**config.mk**
```make
export PLATFORM = sky130hd
export DESIGN_NAME = pgx_mmu
export DESIGN_NICKNAME = d
export VERILOG_FILES = /design/src/rtl/pgx_pkg.sv /design/src/rtl/pgx_desc_file.sv /design/src/rtl/pgx_xlate.sv /design/src/rtl/pgx_fault_log.sv /design/src/rtl/pgx_mmu.sv
export SDC_FILE = /design/constraint.sdc
export NUM_CORES = 1
export LEC_CHECK = 0
export ABC_AREA = 1
export BUFFER_PORTS_ARGS = -buffer_cell sky130_fd_sc_hd__buf_2
export CAP_MARGIN = 5
export CORE_MARGIN = 1.5
export CORE_UTILIZATION = 50
export CTS_CLUSTER_DIAMETER = 50
export DETAILED_ROUTE_END_ITERATION = 10
export GPL_TIMING_DRIVEN = 0
export PLACE_DENSITY = 0.72
export SLEW_MARGIN = 20
export SYNTH_ARGS = -nofsm -noshare
export SYNTH_HDL_FRONTEND = slang
export SYNTH_SLANG_ARGS = --single-unit
```
**constraint.sdc**
```tcl
create_clock -name clk -period 3 [get_ports clk]
set_clock_uncertainty 0.1 [all_clocks]
set_input_delay 0.6 -clock clk [delete_from_list [all_inputs] [get_ports clk]]
set_output_delay 0.6 -clock clk [all_outputs]
set_load 0.02 [all_outputs]
```
**src/rtl/pgx_pkg.sv**
```systemverilog
package pgx_pkg;
  localparam int PAGE_BITS  = 4;
  localparam int OFF_BITS   = 12;
  localparam int FRAME_BITS = 12;
  localparam int DESC_W     = 16;
  localparam int CFG_AW     = 6;
  // descriptor field positions
  localparam int EN_BIT     = 0;
  localparam int WP_BIT     = 1;
  localparam int CA_BIT     = 2;
  localparam int RSV_BIT    = 3;
  localparam int FRAME_LSB  = 4;
endpackage

```
**src/rtl/pgx_desc_file.sv**
```systemverilog
module pgx_desc_file
  import pgx_pkg::*;
#(
  parameter int NPAGES = 16,
  parameter int PW     = 4,
  parameter int DW     = 16
) (
  input  logic                 clk,
  input  logic                 rst,
  input  logic                 wr_en,
  input  logic [PW-1:0]        wr_idx,
  input  logic [DW-1:0]        wr_data,
  input  logic [PW-1:0]        lk_page,
  output logic [DW-1:0]        lk_desc,
  input  logic [PW-1:0]        rd_idx,
  output logic [DW-1:0]        rd_desc,
  output logic [NPAGES*DW-1:0] desc_flat
);
  localparam logic [DW-1:0] RSV_MASK = DW'(1) << RSV_BIT;

  logic [DW-1:0] mem [NPAGES];

  always_ff @(posedge clk) begin
    if (rst) begin
      for (int i = 0; i < NPAGES; i++) mem[i] <= '0;
    end else if (wr_en) begin
      mem[wr_idx] <= wr_data & ~RSV_MASK;
    end
  end

  assign lk_desc = mem[lk_page];
  assign rd_desc = mem[rd_idx];

  for (genvar g = 0; g < NPAGES; g++) begin : g_flat
    assign desc_flat[g*DW +: DW] = mem[g];
  end
endmodule

```
**src/rtl/pgx_xlate.sv**
```systemverilog
module pgx_xlate
  import pgx_pkg::*;
#(
  parameter int PW     = 4,
  parameter int OW     = 12,
  parameter int FW     = 12,
  parameter int DW     = 16,
  parameter int NPAGES = 1 << PW
) (
  input  logic              clk,
  input  logic              rst,
  input  logic              valid,
  input  logic              write,
  input  logic [PW+OW-1:0]  va,
  input  logic [DW-1:0]     desc,
  output logic [PW-1:0]     page,
  output logic [NPAGES-1:0] pf_hit,
  output logic [NPAGES-1:0] wf_hit,
  output logic [FW+OW-1:0]  pa_o,
  output logic              cache_o,
  output logic              fault_o
);
  logic pf, wf, unused_rsv;

  assign page       = va[PW+OW-1 -: PW];
  assign pf         = valid & ~desc[EN_BIT];
  assign wf         = valid & desc[EN_BIT] & write & desc[WP_BIT];
  assign pf_hit     = pf ? (NPAGES'(1) << page) : '0;
  assign wf_hit     = wf ? (NPAGES'(1) << page) : '0;
  assign unused_rsv = desc[RSV_BIT];

  always_ff @(posedge clk) begin
    if (rst) begin
      pa_o    <= '0;
      cache_o <= 1'b0;
      fault_o <= 1'b0;
    end else begin
      fault_o <= pf | wf;
      if (valid) begin
        pa_o    <= {desc[FRAME_LSB +: FW], va[OW-1:0]};
        cache_o <= desc[CA_BIT] & ~(pf | wf);
      end
    end
  end
endmodule

```
**src/rtl/pgx_fault_log.sv**
```systemverilog
module pgx_fault_log #(
  parameter int NPAGES = 16
) (
  input  logic              clk,
  input  logic              rst,
  input  logic [NPAGES-1:0] set_bits,
  input  logic              clr,
  output logic [NPAGES-1:0] bits
);
  always_ff @(posedge clk) begin
    if (rst) bits <= '0;
    else     bits <= (clr ? '0 : bits) | set_bits;
  end
endmodule

```
**src/rtl/pgx_mmu.sv**
```systemverilog
module pgx_mmu
  import pgx_pkg::*;
#(
  parameter int PW  = PAGE_BITS,
  parameter int OW  = OFF_BITS,
  parameter int FW  = FRAME_BITS,
  parameter int DW  = DESC_W,
  parameter int AW  = CFG_AW,
  localparam int NPAGES = 1 << PW,
  localparam int VW     = PW + OW,
  localparam int PAW    = FW + OW
) (
  input  logic           clk,
  input  logic           rst,
  input  logic           xl_valid,
  input  logic           xl_write,
  input  logic [VW-1:0]  xl_va,
  output logic [PAW-1:0] pa_o,
  output logic           cache_o,
  output logic           fault_o,
  input  logic           cfg_sel,
  input  logic           cfg_we,
  input  logic [AW-1:0]  cfg_addr,
  input  logic [DW-1:0]  cfg_wdata,
  output logic [DW-1:0]  cfg_rdata
);
  localparam logic [AW-2:0] PF_IDX = (AW-1)'(NPAGES);
  localparam logic [AW-2:0] WF_IDX = (AW-1)'(NPAGES + 1);

  logic [AW-2:0]        widx;
  logic                 is_desc, is_pf, is_wf, rd_stb, unused_lsb;
  logic [PW-1:0]        page;
  logic [DW-1:0]        lk_desc, rd_desc, rd_mux;
  logic [NPAGES-1:0]    pf_hit, wf_hit, pf_bits, wf_bits;
  logic [NPAGES*DW-1:0] desc_flat;

  assign widx       = cfg_addr[AW-1:1];
  assign unused_lsb = cfg_addr[0];
  assign is_desc    = widx < PF_IDX;
  assign is_pf      = widx == PF_IDX;
  assign is_wf      = widx == WF_IDX;
  assign rd_stb     = cfg_sel & ~cfg_we;

  pgx_desc_file #(.NPAGES(NPAGES), .PW(PW), .DW(DW)) u_desc (
    .clk(clk), .rst(rst),
    .wr_en(cfg_sel & cfg_we & is_desc), .wr_idx(widx[PW-1:0]), .wr_data(cfg_wdata),
    .lk_page(page), .lk_desc(lk_desc),
    .rd_idx(widx[PW-1:0]), .rd_desc(rd_desc),
    .desc_flat(desc_flat)
  );

  pgx_xlate #(.PW(PW), .OW(OW), .FW(FW), .DW(DW), .NPAGES(NPAGES)) u_xl (
    .clk(clk), .rst(rst), .valid(xl_valid), .write(xl_write), .va(xl_va),
    .desc(lk_desc), .page(page), .pf_hit(pf_hit), .wf_hit(wf_hit),
    .pa_o(pa_o), .cache_o(cache_o), .fault_o(fault_o)
  );

  pgx_fault_log #(.NPAGES(NPAGES)) u_pf (
    .clk(clk), .rst(rst), .set_bits(pf_hit), .clr(rd_stb & is_pf), .bits(pf_bits)
  );

  pgx_fault_log #(.NPAGES(NPAGES)) u_wf (
    .clk(clk), .rst(rst), .set_bits(wf_hit), .clr(rd_stb & is_wf), .bits(wf_bits)
  );

  always_comb begin
    if (is_desc)    rd_mux = rd_desc;
    else if (is_pf) rd_mux = DW'(pf_bits);
    else if (is_wf) rd_mux = DW'(wf_bits);
    else            rd_mux = '0;
  end

  always_ff @(posedge clk) begin
    if (rst)         cfg_rdata <= '0;
    else if (rd_stb) cfg_rdata <= rd_mux;
  end
endmodule

```
# Word-level counts from Yosys, hierarchy flattened
# Memories as Yosys holds them, arrays and structs flattened.
# Cells that the tools add are included.
# word_totals
reg_bits,74
ram_bits,240
mem_count,1
inputBits,44
wordCells,43
# classes
n_bitwise,16
muxes,15
order_cmp,1
eq_ne,2
reduce_logical,1
shift,1
# mem_list
name,depth,width,rd,rd_ports_with_merged_regs,wr,line,text
u_desc.mem,16,15,2,0,16,pgx_desc_file.sv:21,logic [DW-1:0] mem [NPAGES];
# ops
op,n
$mux 16,7
$or 16x16->16,2
$shl 1x4->16 const A,1
$mux 15,1
$reduce_or 15->1,1
$and 1x1->1,10
$eq 5x5->1 const B,2
$mux 1,6
$lt 5x5->1 const B,1
$mux 4,1
$not 1->1,3
$or 1x1->1,1

# Logic depth before layout (Yosys ltp)
# Gate-level depths: netlist (run 1).
# logic_depth
word_depth,7
ltp_mapped,14
ltp_nobuf,12

# Hierarchy
# From an unflattened synthesis (run 1), not the netlist that was laid out.
# unflattened
cells_unflattened,2336
hier_area_um2,17626.9
# by_module_without_submodules
mod,seq_area_each_um2,area_per_inst_um2,n_inst,cells_each
pgx_desc_file,7206.9,14173.6,1,1867
pgx_xlate,520.5,1243.7,1,177
pgx_fault_log,320.3,558.0,2,68
pgx_mmu,320.3,1093.5,1,156

# Least setup slack after synthesis (run 1)
# OpenSTA, ideal clock, no wires.
# synth_timing
path_kind,input -> register
from,input rst
to,memory u_desc.mem[10][0] in the netlist's numbering (enable)
stages,7
t_arrival_ps,1966
setup_time_ps,366
slack_ps,568
n_path_buf,2
required_ps,2534
cell_sequence,buf_2 -> inv_2 -> nand4_1 -> nor3_2 -> nand2_1 -> clkbuf_1 -> nand2_1
# synth_rtl
element,line,text
from (decl),pgx_mmu.sv:14,"input logic rst,"
to (decl),pgx_desc_file.sv:21,

==> results of run 1 <==
## critical path, cell delays in order
cell and delay [ps]:
buf_2 160, inv_2 80, nand4_1 300, nor3_2 410, nand2_1 300, clkbuf_1 380, nand2_1 750
## placed cells by master (no fill, tap or decap), types with 2 or more instances in the layout
master      netlist  final
nor3_1           18     18
clkbuf_16         0     39
o21ai_0          35     35
o22ai_1          15     15
nor2_1          313    313
nor3_2            3      3
a22o_1           15     15
nor2_2            3      3
o211ai_1          6      6
inv_6             0      4
nand2_1         404    392
nand2_2           2     14
inv_2            10     10
buf_4             2      2
inv_4             2      3
o21ai_1           6      6
clkinvlp_4        0      2
inv_1            49     49
nand3_1          68     68
a21oi_1          54     54
buf_2            27    104
a31oi_1           6      6
dfxtp_1          74     74
buf_6             4      4
a41oi_1          13     13
nand4_1          24     24
a22oi_1         159    159
clkbuf_1         85     87
buf_1             7      7
edfxtp_1        240    240
clkinv_2          1      5
clkbuf_8          0      7
clkinv_1          1      3
## state kept, by name, indices dropped and copies added, names as in the netlist
signal / cells
u_desc.mem: 240
u_xl.pa_o: 24
cfg_rdata: 16
u_pf.bits: 16
u_wf.bits: 16
u_xl.cache_o: 1
u_xl.fault_o: 1
## final timing paths
path | startpoint | end | slack, ps | cells past startpoint
setup / recovery | rst | u_desc.mem[12][1] | 30 | 7
setup reg to reg | u_desc.mem[0][0] | u_pf.bits[9] | 1200 | 12
hold / removal | xl_va[4] | u_xl.pa_o[4] | 190 | 3
hold reg to reg | u_wf.bits[14] | u_wf.bits[14] | 360 | 2
## cell families after synthesis
logic type,share of synthesized area (%)
compound gates,14.0
flops,58.0
buf+inv,5.23
simple gates,22.8
## timing repair
| action | 4_1_cts | 5_1_grt |
|---|---|---|
| resized for setup | 1 | 11 |
| setup endpoints to repair | 5 | 156 |
| setup buffers | 0 | 0 |
## per-stage QoR
step / worst slack (ps) / hold slack (ps) / utilization (%)
floorplan: 568 / 345 / -
global placement: -546 / 352 / 53.6
detailed placement: -539 / 356 / 53.6
CTS: 2.73 / 186 / 57.7
global route: 1.20 / 204 / 57.8
finish: 29.2 / 191 / 57.8
## routing by layer
metal | share of wire, % | wire length, µm | vias to the layer above
li1 | - | - | 5985
met1 | 36 | 19900 | 6611
met2 | 44 | 24500 | 1168
met3 | 14 | 7580 | 235
met4 | 6.7 | 3740 | 0
met5 | 0 | 0 | -
## final cells by class
type / count / area (µm²)
clock inverters: 15 / 125
inverters: 63 / 243
flip-flops and latches: 314 / 8690
repair buffers: 77 / 385
fillers: 2633 / 12500
well taps: 390 / 488
clock buffers: 49 / 1080
plain buffers: 125 / 541
multi-input cells: 1150 / 5530
## power by group
part	total (mW)	switching, mW	internal, mW
Clock	4.49	1.84	2.64
Combinational	1.17	0.874	0.301
Sequential	5.02	0.129	4.89
==> qor.yml, run 1 <==
clock_network:
  cts_tree: "yes"
  root_buffer: "clkbuf_16"
  htreeDepth: 2
  postCtsHoldBufs: 0
  cts_buffers: 36
  clock_path_buffers: 3
  clock-sinks: 314
  worst_skew_pair.late_latency_ps: 540
  clk_pin_slew_worst_paths_ps: 60
routing:
  routed_wl_um: 55700
  drtPass1Iterations: 10
  num_vias: 14000
  drt_iter0_drc: 2543
  wl_per_cell_um: 25.5
  route.detailed.drc: 0
  routed_via_density: 6.41
  ant_nets: 0
final_layout:
  final_net_count: 1811
  fin_area_um2: 17100
  final_cells: 2183
  area_delta_synth_final_pct: 14.1
  drive_above_1_share_pct: 11.6
  insertedDiodeCount: 0
synth:
  synthTopCellsByArea: "edfxtp_1 48%, nand2_1 10%, dfxtp_1 9.9%, a22oi_1 8.0%, nor2_1 7.8%"
  synth_common_cells: "404 x nand2_1, 313 x nor2_1, 240 x edfxtp_1"
  synth_nets: 1696
  async_flop_share_pct: 0
  synthCells: 1652
  yosys_warnings: 0
  synth-seq-area-share_pct: 58.0
  syn_area_um2: 15000
  yosysTopAreaCellShare_pct: 48.1
  synth-main-ff-cell: "edfxtp_1"
  ys_ff_latch: 314
  yosysTopAreaCell: "edfxtp_1"
  synth_cell_type_count: 35
  synth_edf_count: 240
  avgSynthCellArea_um2: 9.06
  yosysMostFrequentCell: "nand2_1"
place:
  dp_hpwl_um: 38500
  gp_congestion: 1.02
  dp.cells: 2119
  postPlaceCellArea_um2: 15800
  io_buffers: 77
grt:
  grt_util_met1_pct: 47.5
  grt_first_pass_wirelength_um: 81200
  use_met3_pct: 7.88
  grt_start_max_net_pins: 16
  busiest_layer: "met2"
  grt_usage_pct: 36.1
  gr-usage-met2_pct: 54.7
  overflow: 0
  antenna_found_initial: 0
  first_global_vias: 13200
job:
  max-cap-violations: 0
floorplan:
  rows: 63
  core_area_um2: 29600
  start_util_pct: 50.6
  die_h_um: 176
  dieArea_um2: 31000
  io_pins: 86
  die_width_um: 176
timing:
  rsz0062_at_grt: "no"
  fmax_mhz: 337
  setup_violations: 0
  finalMaxSlewViolations: 0
  period_needed_ps: 2970
  tightest_slew_ps: 1060
  max-slew-margin-rel_pct: 29.5
  tns_ps: 0
  fin_crit_sh_pct: 99.0
  hold_viol: 0
power_and_ir_drop:
  report.power.total_mw: 10.7
  p_per_area_nw_per_um2: 626
  vdd_drop_max_mv: 0.536
  leakage_nw: 6.69
worst_setup_path:
  cp-start-kind: "primary input"
  arrival_ps: 3020
  cp_max_fo: 15
  endpoint_kind: "flop"
  critPathKind: "in -> reg"
  cp.required_ps: 3040
run_status:
  status: "complete, no violations"
min_path:
  hp-class: "in -> reg"
(Power assumes the default switching activity.)
==> inputs of run 2 (changes only) <==
--- a/config.mk
+++ b/config.mk
@@ -10,6 +10,7 @@
 export CAP_MARGIN = 5
 export CORE_MARGIN = 1.5
 export CORE_UTILIZATION = 50
+export CTS_BUF_LIST = sky130_fd_sc_hd__clkbuf_4 sky130_fd_sc_hd__clkbuf_8
 export CTS_CLUSTER_DIAMETER = 50
 export DETAILED_ROUTE_END_ITERATION = 10
 export GPL_TIMING_DRIVEN = 0
==> constraint.sdc (replaced) <==
create_clock -name clk -period 3 [get_ports clk]
set_clock_uncertainty 0.1 [all_clocks]
set_input_delay 0.45 -clock clk [delete_from_list [all_inputs] [get_ports clk]]
set_output_delay 0.45 -clock clk [all_outputs]
set_load 0.02 [all_outputs]
==> run 2 against run 1 <==
  * Sequential cell count unchanged
  * Sequential share of layout area increased by 0.10 points
  * Register-to-register slack improved by 60 ps
  * Total power decreased by 4.0%
  * Global-route usage about the same
  * Highest routed layer unchanged
==> qor.yml, run 2 (synthesis results as in run 1) <==
grt:
  overflow: 0  # unchanged
  grt_start_max_net_pins: 16  # unchanged
  first_global_vias: 13400  # +1.1%
  grt_usage_pct: 36.1  # about the same
  antenna_found_initial: 0  # unchanged
  grt_first_pass_wirelength_um: 81500  # +0.41%
timing:
  rsz0062_at_grt: "no"
  finalMaxSlewViolations: 0  # unchanged
  period_needed_ps: 2920  # -49.6 ps
  worst_slack_ps: 78.8  # +49.6 ps
  hold_viol: 0  # unchanged
  max-slew-margin-rel_pct: 26.3  # -3.3 points
  fmax_mhz: 342  # +1.7%
  tightest_slew_ps: 1110  # +48.9 ps
  fin_crit_sh_pct: 97.4  # -1.7 points
  tns_ps: 0  # unchanged
  setup_violations: 0  # unchanged
floorplan:
  die_h_um: 176  # unchanged
  core_area_um2: 29600  # unchanged
  io_pins: 86  # unchanged
  dieArea_um2: 31000  # unchanged
  die_width_um: 176  # unchanged
  rows: 63  # unchanged
  start_util_pct: 50.6  # unchanged
routing:
  route.detailed.drc: 0  # unchanged
  wl_per_cell_um: 25.1  # -1.6%
  routed_wl_um: 55900  # +0.29%
  drt_iter0_drc: 2507  # -1.4%
  num_vias: 14100  # +0.39%
  routed_via_density: 6.32  # -1.5%
  drtPass1Iterations: 7  # -3
  ant_nets: 0  # unchanged
final_layout:
  area_delta_synth_final_pct: 13.9
  final_cells: 2225  # +1.9%
  final_net_count: 1837  # +1.4%
  reg_top3: "u_desc.mem x240, u_xl.pa_o x24"
  insertedDiodeCount: 0  # unchanged
  drive_above_1_share_pct: 12.0  # +0.44 points
  final_common_cell: "nand2_1"
  n_fill_cell: 2644  # +0.42%
  layout_common_cells: "403 x nand2_1, 313 x nor2_1, 240 x edfxtp_1, 159 x a22oi_1, 104 x buf_2"
  largest_reg_flops: 240  # unchanged
  top_register: "u_desc.mem"
power_and_ir_drop:
  p_per_area_nw_per_um2: 602  # -3.8%
  leakage_nw: 6.72  # +0.44%
  report.power.total_mw: 10.3  # -4.0%
  vdd_drop_max_mv: 0.455  # -15%
clock_network:
  root_buffer: "clkbuf_8"
  cts_buffers: 52  # +44%
  clock_path_buffers: 3  # unchanged
  clock-sinks: 314  # unchanged
  cts_tree: "yes"
  htreeDepth: 2  # unchanged
  clk_pin_slew_worst_paths_ps: 70  # about the same
  worst_skew_pair.late_latency_ps: 600  # +60 ps
worst_setup_path:
  crit_top_cell: "nand2_1"
  cp_slowest_cell: "nand2_1"
  crit_buf_inv: 3  # unchanged
  cp-start-kind: "primary input"
  cp_max_fo: 15  # unchanged
  r2r_slack_ps: 1260  # +60 ps
  arrival_ps: 3010  # about the same
  crit_chain: "buf_2 -> inv_1 -> nor2_1 -> nand2_1 -> clkbuf_1 -> nand2_1"
  endpoint_kind: "flop"
  cp_top_family: "simple AND/OR/NAND/NOR gates"
  critPathKind: "in -> reg"
  crit_path_max_incr_delay_ps: 810  # +60 ps
  cp.required_ps: 3090  # +50 ps
job:
  max-cap-violations: 0  # unchanged
place:
  io_buffers: 77  # unchanged
  dp_hpwl_um: 38500  # unchanged
  gp_congestion: 1.02  # unchanged
  dp.cells: 2119  # unchanged
  pre_cts_ws_ps: -389  # +150 ps
run_status:
  status: "complete, no violations"
min_path:
  hp-class: "in -> reg"
[run 2: cell types whose count changed in the layout (fill, tap and decap cells not counted), sizes merged]
cell,previous run,this run
dlygate4sd3,0,10
clkinvlp,2,0
clkbuf,134,155
inv,67,62
clkinv,8,23
bufinv,1,4
[run 2: worst paths after layout]
path                                        from                to  cells past startpoint
worst max-delay path                 cfg_addr[4]  u_desc.mem[8][0]                      6
worst min register to register      u_xl.cache_o      u_xl.cache_o                      2
worst max register to register  u_desc.mem[0][0]      u_pf.bits[8]                     12
worst min-delay path                   xl_va[11]     u_xl.pa_o[11]                      3
[run 2: power by group]
| part | total (mW) | switching (mW) | internal [mW] |
|---|---|---|---|
| combinational | 1.18 | 0.875 | 0.308 |
| clock | 4.06 | 1.80 | 2.26 |
| sequential | 5.02 | 0.127 | 4.90 |
| total | 10.3 | 2.80 | 7.46 |
[run 2: worst reg2reg max path: stages (launching register included)]
cell      delay, ps
edfxtp_1        430
nand2_1         110
nand2_1          50
nand2_1          50
nand4_1         110
nand3_1         130
nand2_2         100
inv_4            90
nand2_2          80
clkinv_2        110
buf_6           160
nand2_1          60
a21oi_1         130
[run 2: area by class of cell]
cell class                 count  area [µm²]  share of cell area, %
sequential                   314        8690                   51.0
multi-input combinational   1150        5500                   32.3
clock buffer                  70         882                   5.17
buffer                       125         541                   3.17
tap                          390         488                   2.86
timing repair buffer          87         485                   2.85
inverter                      63         243                   1.42
clock inverter                26         221                   1.30
[run 2: per-layer routing]
metal  track usage, %  routed length, µm  up-vias
li1                 -                  -     6039
met1             46.9              20000     6597
met2             54.1              24100     1152
met3             9.02               7690      266
met4             23.3               4120        0
met5                0                  0        -
[run 2: timing repair]
item | in CTS | in global routing
endpoints found under the setup margin | 0 | 15
endpoints found under the hold margin | 10 | 0
resized for setup | 0 | 1
setup buffers | 0 | 0
hold buffers | 10 | 0
[run 2: per-stage QoR]
step                      hold WS [ps]  area (µm²)  util, %
after global placement             352       15800     53.6
after CTS                         2.94       17000     57.7
after floorplan                    345       15000        -
after detailed placement           356       15800     53.6
final                             7.57       17100     57.7
after global routing              21.5       17100     57.7
